### src/rtl/trig_timer_pkg.sv
package trig_timer_pkg;
  typedef enum logic [2:0] {
    SLV_OFF     = 3'd0,
    SLV_ENC_A   = 3'd1,
    SLV_ENC_B   = 3'd2,
    SLV_ENC_AB  = 3'd3,
    SLV_RESTART = 3'd4,
    SLV_GATE    = 3'd5,
    SLV_START   = 3'd6,
    SLV_EXTCLK  = 3'd7
  } slv_mode_e;

  typedef enum logic [2:0] {
    MST_SWUPD  = 3'd0,
    MST_ENABLE = 3'd1,
    MST_UPDATE = 3'd2,
    MST_CPULSE = 3'd3,
    MST_REF0   = 3'd4,
    MST_REF1   = 3'd5,
    MST_REF2   = 3'd6,
    MST_REF3   = 3'd7
  } mst_mode_e;

  localparam int CFG_AW  = 3;
  localparam int NUM_REF = 4;
  localparam int MST_REF_BASE = 4;

  localparam logic [CFG_AW-1:0] A_CTRL = 3'd0;
  localparam logic [CFG_AW-1:0] A_PSC  = 3'd1;
  localparam logic [CFG_AW-1:0] A_ARR  = 3'd2;
  localparam logic [CFG_AW-1:0] A_MODE = 3'd3;
  localparam logic [CFG_AW-1:0] A_UPD  = 3'd4;
endpackage

### src/rtl/tt_sync_edge.sv
module tt_sync_edge #(
  parameter int W = 1
) (
  input  logic         clk,
  input  logic         rst_n,
  input  logic [W-1:0] din,
  output logic [W-1:0] tog
);
  logic [W-1:0] din_q;

  always_ff @(posedge clk or negedge rst_n) begin
    if (!rst_n) din_q <= '0;
    else        din_q <= din;
  end

  assign tog = din ^ din_q;
endmodule

### src/rtl/tt_cfg_regs.sv
module tt_cfg_regs
  import trig_timer_pkg::*;
#(
  parameter int CNT_W = 16,
  parameter int PSC_W = 16
) (
  input  logic                clk,
  input  logic                rst_n,
  input  logic                cfg_we,
  input  logic [CFG_AW-1:0]   cfg_addr,
  input  logic [CNT_W-1:0]    cfg_wdata,
  input  logic                upd_ev,
  input  logic                start_req,
  output logic                cen,
  output logic [PSC_W-1:0]    psc_act,
  output logic [CNT_W-1:0]    arr_act,
  output slv_mode_e           slv_mode,
  output mst_mode_e           mst_mode,
  output logic                swupd_now,
  output logic                swupd_q
);
  logic             preload;
  logic [PSC_W-1:0] psc_sh;
  logic [CNT_W-1:0] arr_sh;
  logic             wr_ctrl, wr_arr;

  assign swupd_now = cfg_we && (cfg_addr == A_UPD);
  assign wr_ctrl   = cfg_we && (cfg_addr == A_CTRL);
  assign wr_arr    = cfg_we && (cfg_addr == A_ARR);

  always_ff @(posedge clk or negedge rst_n) begin
    if (!rst_n) begin
      cen      <= 1'b0;
      preload  <= 1'b0;
      psc_sh   <= '0;
      arr_sh   <= '1;
      slv_mode <= SLV_OFF;
      mst_mode <= MST_SWUPD;
    end else begin
      if (cfg_we) begin
        case (cfg_addr)
          A_CTRL: begin
            cen     <= cfg_wdata[0];
            preload <= cfg_wdata[1];
          end
          A_PSC:  psc_sh <= cfg_wdata[PSC_W-1:0];
          A_ARR:  arr_sh <= cfg_wdata;
          A_MODE: begin
            slv_mode <= slv_mode_e'(cfg_wdata[2:0]);
            mst_mode <= mst_mode_e'(cfg_wdata[6:4]);
          end
          default: ;
        endcase
      end
      if (start_req && !wr_ctrl) cen <= 1'b1;
    end
  end

  always_ff @(posedge clk or negedge rst_n) begin
    if (!rst_n) begin
      psc_act <= '0;
      arr_act <= '1;
      swupd_q <= 1'b0;
    end else begin
      swupd_q <= swupd_now;
      if (upd_ev) psc_act <= psc_sh;
      if (wr_arr && !preload) arr_act <= cfg_wdata;
      else if (upd_ev)        arr_act <= arr_sh;
    end
  end
endmodule

### src/rtl/tt_count_core.sv
module tt_count_core
  import trig_timer_pkg::*;
#(
  parameter int CNT_W = 16,
  parameter int PSC_W = 16
) (
  input  logic             clk,
  input  logic             rst_n,
  input  slv_mode_e        slv_mode,
  input  logic             cen,
  input  logic [PSC_W-1:0] psc_act,
  input  logic [CNT_W-1:0] arr_act,
  input  logic             trig_lvl,
  input  logic             trig_rise,
  input  logic [1:0]       enc_lvl,
  input  logic [1:0]       enc_tog,
  input  logic             force_upd,
  output logic [CNT_W-1:0] cnt,
  output logic             upd_ev,
  output logic             upd_flag
);
  logic [PSC_W-1:0] psc_cnt;
  logic tick, psc_wrap, enc_on, use_a, use_b, step_up, step_dn;

  always_comb begin
    case (slv_mode)
      SLV_OFF, SLV_RESTART, SLV_START: tick = cen;
      SLV_GATE:   tick = cen & trig_lvl;
      SLV_EXTCLK: tick = cen & trig_rise;
      default:    tick = 1'b0;
    endcase
    enc_on   = slv_mode inside {SLV_ENC_A, SLV_ENC_B, SLV_ENC_AB};
    use_a    = slv_mode inside {SLV_ENC_A, SLV_ENC_AB};
    use_b    = slv_mode inside {SLV_ENC_B, SLV_ENC_AB};
    psc_wrap = (psc_cnt == psc_act);
    step_up  = 1'b0;
    step_dn  = 1'b0;
    if (enc_on) begin
      if (cen && use_a && enc_tog[0]) begin
        step_up = (enc_lvl[0] != enc_lvl[1]);
        step_dn = (enc_lvl[0] == enc_lvl[1]);
      end else if (cen && use_b && enc_tog[1]) begin
        step_up = (enc_lvl[0] == enc_lvl[1]);
        step_dn = (enc_lvl[0] != enc_lvl[1]);
      end
    end else begin
      step_up = tick && psc_wrap;
    end
    upd_ev = force_upd || (step_up && (cnt == arr_act)) ||
             (step_dn && (cnt == '0));
  end

  always_ff @(posedge clk or negedge rst_n) begin
    if (!rst_n) begin
      psc_cnt  <= '0;
      cnt      <= '0;
      upd_flag <= 1'b0;
    end else begin
      upd_flag <= upd_ev;
      if (force_upd) begin
        psc_cnt <= '0;
        cnt     <= '0;
      end else begin
        if (!enc_on && tick) psc_cnt <= psc_wrap ? '0 : psc_cnt + 1'b1;
        if (step_up)      cnt <= (cnt == arr_act) ? '0 : cnt + 1'b1;
        else if (step_dn) cnt <= (cnt == '0) ? arr_act : cnt - 1'b1;
      end
    end
  end
endmodule

### src/rtl/tt_trgo_sel.sv
module tt_trgo_sel
  import trig_timer_pkg::*;
(
  input  logic               clk,
  input  logic               rst_n,
  input  mst_mode_e          mst_mode,
  input  logic               swupd_q,
  input  logic               cen,
  input  logic               upd_flag,
  input  logic [NUM_REF-1:0] cmp_ref,
  output logic               trig_out
);
  localparam int NSRC = MST_REF_BASE + NUM_REF;

  logic       ref0_q, cpulse_q;
  logic [NSRC-1:0] src;

  always_ff @(posedge clk or negedge rst_n) begin
    if (!rst_n) begin
      ref0_q   <= 1'b0;
      cpulse_q <= 1'b0;
    end else begin
      ref0_q   <= cmp_ref[0];
      cpulse_q <= cmp_ref[0] & ~ref0_q;
    end
  end

  assign src[MST_SWUPD]  = swupd_q;
  assign src[MST_ENABLE] = cen;
  assign src[MST_UPDATE] = upd_flag;
  assign src[MST_CPULSE] = cpulse_q;

  for (genvar k = 0; k < NUM_REF; k++) begin : g_ref
    assign src[MST_REF_BASE + k] = cmp_ref[k];
  end

  assign trig_out = src[mst_mode];
endmodule

### src/rtl/trig_timer.sv
module trig_timer
  import trig_timer_pkg::*;
#(
  parameter int CNT_W = 16,
  parameter int PSC_W = 16
) (
  input  logic                        clk,
  input  logic                        rst_n,
  input  logic                        cfg_we,
  input  logic [2:0]                  cfg_addr,
  input  logic [CNT_W-1:0]            cfg_wdata,
  input  logic                        trig_in,
  input  logic                        enc_a,
  input  logic                        enc_b,
  input  logic [3:0]                  cmp_ref,
  output logic                        trig_out,
  output logic [CNT_W-1:0]            cnt_val,
  output logic                        upd_flag
);
  localparam int NEDGE = 3;

  logic [NEDGE-1:0] edge_tog;
  logic             trig_rise;
  logic             cen, swupd_now, swupd_q, upd_ev, start_req, force_upd;
  logic [PSC_W-1:0] psc_act;
  logic [CNT_W-1:0] arr_act;
  slv_mode_e        slv_mode;
  mst_mode_e        mst_mode;

  tt_sync_edge #(.W(NEDGE)) u_edge (
    .clk   (clk),
    .rst_n (rst_n),
    .din   ({trig_in, enc_b, enc_a}),
    .tog   (edge_tog)
  );

  assign trig_rise = edge_tog[2] & trig_in;
  assign start_req = (slv_mode == SLV_START) && trig_rise;
  assign force_upd = swupd_now || ((slv_mode == SLV_RESTART) && trig_rise);

  tt_cfg_regs #(.CNT_W(CNT_W), .PSC_W(PSC_W)) u_regs (
    .clk       (clk),
    .rst_n     (rst_n),
    .cfg_we    (cfg_we),
    .cfg_addr  (cfg_addr),
    .cfg_wdata (cfg_wdata),
    .upd_ev    (upd_ev),
    .start_req (start_req),
    .cen       (cen),
    .psc_act   (psc_act),
    .arr_act   (arr_act),
    .slv_mode  (slv_mode),
    .mst_mode  (mst_mode),
    .swupd_now (swupd_now),
    .swupd_q   (swupd_q)
  );

  tt_count_core #(.CNT_W(CNT_W), .PSC_W(PSC_W)) u_core (
    .clk       (clk),
    .rst_n     (rst_n),
    .slv_mode  (slv_mode),
    .cen       (cen),
    .psc_act   (psc_act),
    .arr_act   (arr_act),
    .trig_lvl  (trig_in),
    .trig_rise (trig_rise),
    .enc_lvl   ({enc_b, enc_a}),
    .enc_tog   (edge_tog[1:0]),
    .force_upd (force_upd),
    .cnt       (cnt_val),
    .upd_ev    (upd_ev),
    .upd_flag  (upd_flag)
  );

  tt_trgo_sel u_trgo (
    .clk      (clk),
    .rst_n    (rst_n),
    .mst_mode (mst_mode),
    .swupd_q  (swupd_q),
    .cen      (cen),
    .upd_flag (upd_flag),
    .cmp_ref  (cmp_ref),
    .trig_out (trig_out)
  );
endmodule

### config.mk
export PLATFORM = sky130hd
export DESIGN_NAME = trig_timer
export DESIGN_NICKNAME = d
export VERILOG_FILES = /design/src/rtl/trig_timer_pkg.sv /design/src/rtl/tt_sync_edge.sv /design/src/rtl/tt_cfg_regs.sv /design/src/rtl/tt_count_core.sv /design/src/rtl/tt_trgo_sel.sv /design/src/rtl/trig_timer.sv
export SDC_FILE = /design/constraint.sdc
export NUM_CORES = 1
export LEC_CHECK = 0
export BUFFER_PORTS_ARGS = -buffer_cell sky130_fd_sc_hd__buf_4
export CAP_MARGIN = 20
export CORE_MARGIN = 5
export CORE_UTILIZATION = 43
export CTS_CLUSTER_DIAMETER = 150
export DETAILED_ROUTE_END_ITERATION = 6
export GPL_TIMING_DRIVEN = 0
export PLACE_DENSITY_LB_ADDON = 0.08
export SYNTH_ARGS = -nofsm -noshare
export SYNTH_HDL_FRONTEND = slang
export SYNTH_SLANG_ARGS = --single-unit
### constraint.sdc
create_clock -name clk -period 3.3 [get_ports clk]
set_input_delay 0.495 -clock clk [delete_from_list [all_inputs] [get_ports clk]]
set_output_delay 0.495 -clock clk [all_outputs]
set_load 0.01 [all_outputs]
Yosys cells after proc, flatten, opt, wreduce, memory -nomap -nowiden:

Index checks and enable logic that the tools add are counted.

* bits in latches: 0
* memories: 0
* bits in registers: 111
* RAM bits: 0
* word-level logic and storage cells: 100
* ROM bits: 0
* output and inout port bits: 18

* divide/modulo/power cells: 0
* bitwise operators: 6
* eq/ne operators: 15
* mux-type cells: 22
* shift operators: 0
* add/sub/neg operators: 3
* order comparisons: 1
* $mul: 0
* reduce and logical (&&, ||, !) cells: 38

Operators with widths (number)
* 16-bit 2-to-1 mux: 10
* 16-bit by 1-bit adder with 16-bit output, second input constant: 2
* 16-bit equality test: 2
* 16-bit logical NOT: 1
* 16-bit by 1-bit subtractor with 16-bit output, second input constant: 1
* 3-bit equality test, second input constant: 5
* 1-bit logical AND: 15
* 3-bit by 2-bit equality test with 1-bit output, second input constant: 4
* 2-bit nonzero test: 6
* 1-bit 2-to-1 mux: 10
* 2-bit AND reduction: 5
* 3-bit by 1-bit equality test with 1-bit output, second input constant: 2
* 3-bit logical NOT: 2
* 3-bit nonzero test: 2
* 1-bit bitwise AND: 4
* 3-bit by 4-bit less-than comparator with 1-bit output, second input constant: 1
* 1-bit binary-select mux with 3-bit select: 1
* 1-bit logical NOT: 3
* 1-bit logical OR: 3
* 1-bit one-hot mux with 3 select lines: 1
* 3-bit OR reduction: 1
* 3-bit XOR: 1
* 1-bit equality test: 1
* 1-bit != test: 1
* 1-bit inverter: 1

Longest topological paths before layout:

* depth in word-level cells: 12
* gate-level depth with buffers: 11
* mapped depth without buffers: 8

By module:

From an unflattened synthesis, not the netlist that was laid out.

* cells, all modules: 612
* area total of the unflattened synthesis: 6188.4 sq um

Modules (own cells, without submodules)
* tt_cfg_regs: cells an instance 235, sequential area each 1866.8 sq um, area an instance 3065.4 sq um, instances 1
* tt_count_core: cells an instance 360, sequential area each 825.8 sq um, area an instance 2866.5 sq um, instances 1
* tt_trgo_sel: cells an instance 6, sequential area each 50.0 sq um, area an instance 120.1 sq um, instances 1
* tt_sync_edge: cells an instance 6, sequential area each 75.1 sq um, area an instance 101.3 sq um, instances 1
* trig_timer: cells an instance 5, sequential area each 0.0 sq um, area an instance 35.0 sq um, instances 1

Worst setup path before layout:

Ideal clock, no wire load.

* path type: reg-to-reg
* start point: register u_core.cnt[0]
* end point: register u_regs.psc_act[10]
* arrival: 2.318 ns
* cell stages (with the launch flop): 11
* slack: 0.857 ns
* required time: 3.175 ns
* buffers on the path: 2
* library setup time: 0.125 ns
* path through: dfrtp_1 clkbuf_1 inv_1 ha_1 nor4b_1 nand4_2 o31a_1 o211ai_2 nor2_4 buf_6 mux2_4

* word-level cells in the longest chain between the ends: 4
* elaborated cells between the ends (all ways): 6
* those cells by class: eq/ne: 1; reduce/logical: 5

Ends and longest elaborated chain
* start, declared: RTL line tt_count_core.sv:18 `output logic [CNT_W-1:0] cnt,`
* start signal, assigned: RTL line tt_count_core.sv:65 `if (step_up) cnt <= (cnt == arr_act) ? '0 : cnt + 1'b1;`
* start signal, assigned: RTL line tt_count_core.sv:66 `else if (step_dn) cnt <= (cnt == '0) ? arr_act : cnt - 1'b1;`
* 16-bit equality test: RTL line tt_count_core.sv:49 `upd_ev = force_upd || (step_up && (cnt == arr_act)) ||`
* 1-bit logical AND: RTL line tt_count_core.sv:49
* 1-bit logical OR: RTL line tt_count_core.sv:49
* 1-bit logical OR *: RTL line tt_count_core.sv:49
* end signal, assigned: RTL line tt_cfg_regs.sv:66 `if (upd_ev) psc_act <= psc_sh;`
* end, declared: RTL line tt_cfg_regs.sv:15 `output logic [PSC_W-1:0] psc_act,`

Mark *: on every way between the ends. The rest lies on a longest branch, timed or not.
A chain may end at the register's enable or synchronous reset.

Worst setup path in the final report:

* start point: register u_core.psc_cnt[10]
* end point: register u_regs.arr_act[15]

* word-level cells in the longest chain between the ends: 7

Ends and longest elaborated chain
* start, declared: RTL line tt_count_core.sv:22 `logic [PSC_W-1:0] psc_cnt;`
* start signal, assigned: RTL line tt_count_core.sv:64 `if (!enc_on && tick) psc_cnt <= psc_wrap ? '0 : psc_cnt + 1'b1;`
* 16-bit equality test: RTL line tt_count_core.sv:35 `psc_wrap = (psc_cnt == psc_act);`
* 1-bit logical AND: RTL line tt_count_core.sv:47 `step_up = tick && psc_wrap;`
* 1-bit 2-to-1 mux: RTL line tt_count_core.sv:38 `if (enc_on) begin`
* 1-bit logical AND: RTL line tt_count_core.sv:49
* 1-bit logical OR (2 in a row): RTL line tt_count_core.sv:49
* 2-bit nonzero test (no source line)
* end signal, assigned: RTL line tt_cfg_regs.sv:67 `if (wr_arr && !preload) arr_act <= cfg_wdata;`
* end signal, assigned: RTL line tt_cfg_regs.sv:68 `else if (upd_ev) arr_act <= arr_sh;`
* end, declared: RTL line tt_cfg_regs.sv:16 `output logic [CNT_W-1:0] arr_act,`

No other way between the ends.

==> flow_summary.yaml <==
yosys:
  synth-async-reset-ratio_pct: 100
  synth-edff-count: 0
  avgSynthCellArea_um2: 10.6
  synth-seq-cells: 111
  synthFlopType: "dfrtp_1"
  synth_area_mm2: 0.00633
  synth-warning-count: 0
  synth_area_leaders: "dfrtp_1, dfstp_2, mux2_2"
  synth_top_cell_area_share_pct: 31.2
  synth_area_leader_cell: "dfrtp_1"
  yosysSeqAreaShare_pct: 44.5
  yosysUniqueCellTypes: 55
  syn-num-nets: 628
  syn_inst: 595
floorplanning:
  start_util_pct: 43.7
  rows: 44
  fp.coreArea_mm2: 0.0145
  dieArea_mm2: 0.0173
  die_h_um: 131
  ios: 47
  die_x_um: 131
placement:
  port_buffers: 46
  gp_congestion: 0.838
  pre_cts_slack_ns: 0.271
  hpwlAfterDp_um: 11100
timing:
  layout_setup_ws_ns: 0.253
  relSlewSlack_pct: 33.8
  setup-tns-final_ns: 0
  finalClockSkew_ns: 0.00929
  setup_viol: 0
  finalCriticalPeriod_ns: 3.05
  timing.fmax_mhz: 328
  hold_viol: 0
  tightest_slew_ns: 0.984
  maxSlewViolCount: 0
  finalCritPeriodShare_pct: 92.3
  rsz0062_at_grt: "false"
layout:
  final_nets: 686
  final.fill_count: 1325
  fin_util_pct: 49.9
  syn2layout_area_growth_pct: 14.1
  drive_above_1_share_pct: 30.9
  antenna_cells: 0
setup_path:
  worstRegToRegCells: 7
  start_kind: "flop"
  required_ns: 3.58
  crit_fanout: 10
  arrival_ns: 3.32
  critPathCaptureType: "flop"
  crit_type: "flop to flop"
outcome:
  status: "completed"
clock_network:
  cts-root-buf: "clkbuf_16"
  cts.clk_slew.worst_paths_ns: 0.07
  cts_resized: 0
  cts_hold_buf: 0
  clk_path_buf_depth: 2
  worstSkewPairLatency_ns: 0.36
  cts_tree: "yes"
  cts_num_sinks: 111
  numCtsBuffers: 9
  cts_setup_buffers: 0
  h-tree-depth: 3
drt:
  drtAntennaViolNets: 0
  vias: 4701
  drtIter0Drc: 262
  wl_per_cell_um: 17.7
  drc: 0
  first_pass_iters: 5
  vias_per_cell: 5.58
  totalWireLength_um: 14900
power:
  power.leakage_nw: 3.16
  power_mw: 5.75
  vdd_drop_max_v: 0.000329
  power_density_mw_per_mm2: 795
global_routing:
  grt_max_degree: 61
  grt_util_all_layers_pct: 17.4
  grt_pass1_wl_um: 24700
  grt_overflow_total: 0
  antenna_found_initial: 0
  first_global_vias: 4681
flow_run:
  cap_violations: 0
hold_path:
  hp-class: "primary input to asynchronous set/reset pin"
==> area by class of cell <==
cell class                 count  area (um2)  area share, %
clock buffer                  11         233           3.22
tap                          184         230           3.19
buffer                        40         203           2.81
timing repair buffer          47         373           5.16
clock inverter                 5        58.8          0.814
sequential                   111        2820           39.0
inverter                       9        33.8          0.468
multi-input combinational    435        3280           45.4
==> state kept, by name, summed over array words and instances, names as in the netlist <==
| name | count |
|---|---|
| u_regs.mst_mode | 3 |
| u_core.upd_flag | 1 |
| u_regs.swupd_q | 1 |
| u_core.cnt | 16 |
| u_edge.din_q | 3 |
| u_regs.slv_mode | 3 |
| u_regs.cen | 1 |
| u_regs.psc_sh | 16 |
| u_regs.preload | 1 |
| u_trgo.ref0_q | 1 |
| u_core.psc_cnt | 16 |
| u_regs.arr_act | 16 |
| u_trgo.cpulse_q | 1 |
| u_regs.arr_sh | 16 |
| u_regs.psc_act | 16 |
==> worst max-delay path, cell delays in order (launching register included) <==
cell and delay (ns):
dfrtp_1 0.45, xnor2_1 0.27, nand4_1 0.14, nor4_1 0.87, nor3b_4 0.48, clkbuf_1 0.37, o21ai_0 0.20, a31oi_1 0.19
==> per-stage QoR <==
stage          area [um2]  hold WS, ns  instances
5_1_grt              7230        0.234        842
2_1_floorplan        6330        0.199        595
6_report             7230        0.183        842
3_3_place_gp         6910        0.384        825
3_5_place_dp         6930        0.388        826
4_1_cts              7230        0.201        842
==> layer usage <==
metal  GRT usage, %  vias to the layer above  wire [um]
met5              0                        -          0
met4           3.26                        0        121
met3           4.32                       11        681
met2           26.4                       92       6620
met1           25.5                     2340       7490
li1               -                     2258          -
==> cells in the mapped netlist, drive strengths merged (12+ instances only) <==
master	instances
xor2	33
nor2	31
mux2i	12
nand2	40
buf	16
or3b	16
a31oi	17
nor4	13
o2bb2ai	16
dfstp	32
clkbuf	24
xnor2	24
dfrtp	79
and2	14
nand3	14
mux2	65
nand4	14
o21ai	40
==> cell usage in the layout, fill, tap and decap left out, types with 3 or more instances in the layout <==
cell | synthesis | layout
nor3_1 | 10 | 10
xor2_1 | 33 | 33
ha_1 | 4 | 4
dfrtp_1 | 79 | 79
o2bb2ai_1 | 16 | 16
xnor2_1 | 24 | 24
dfstp_2 | 32 | 32
a211oi_1 | 4 | 4
nand2b_1 | 6 | 6
clkbuf_1 | 22 | 24
nor2b_1 | 11 | 11
o31a_1 | 3 | 3
inv_1 | 9 | 9
buf_6 | 4 | 4
nand2_1 | 40 | 40
mux2_4 | 9 | 9
and3_1 | 7 | 7
and4_1 | 4 | 4
nor2_1 | 30 | 30
nand3_1 | 14 | 14
a31oi_1 | 17 | 17
mux2_2 | 56 | 56
nand4_1 | 12 | 12
or3b_2 | 16 | 16
buf_2 | 10 | 10
and2_1 | 14 | 14
a21oi_1 | 8 | 8
o21ai_0 | 39 | 39
mux2i_1 | 12 | 12
nor4_1 | 11 | 11
buf_4 | 2 | 48
a22o_1 | 7 | 7
clkbuf_16 | 0 | 9
==> cells by family (layout without fill, tap and decap cells) <==
| group | count (synthesis) | count (layout) | synth area share [%] |
|---|---|---|---|
| AO/OA/AOI/OAI | 107 | 107 | 11.2 |
| multiplexers | 79 | 79 | 14.7 |
| adder cells (fa/ha/maj) | 4 | 4 | 0.791 |
| flip-flops | 111 | 111 | 44.5 |
| AND/OR/NAND/NOR | 188 | 188 | 17.2 |
| XOR/XNOR | 57 | 57 | 7.89 |
| buffers and inverters | 49 | 112 | 3.74 |
==> power breakdown <==
part	total, mW	internal, mW	switching, mW
registers	2.19	1.85	0.336
logic	2.46	1.21	1.25
clock network	1.10	0.592	0.512
==> worst paths after layout <==
| path | start | to | slack (ns) |
|---|---|---|---|
| setup / recovery | u_core.psc_cnt[10] | u_regs.arr_act[15] | 0.25 |
| hold / removal | rst_n | u_regs.psc_act[10] | 0.18 |
| setup reg to reg | u_core.psc_cnt[10] | u_regs.arr_act[15] | 0.25 |
| hold reg to reg | u_trgo.ref0_q | u_trgo.cpulse_q | 0.41 |
| max in group asynchronous | rst_n | u_regs.arr_sh[1] | 2.32 |
| min in group clk | cmp_ref[0] | u_trgo.ref0_q | 0.26 |
Note: power is estimated with default switching activity, not from simulation.
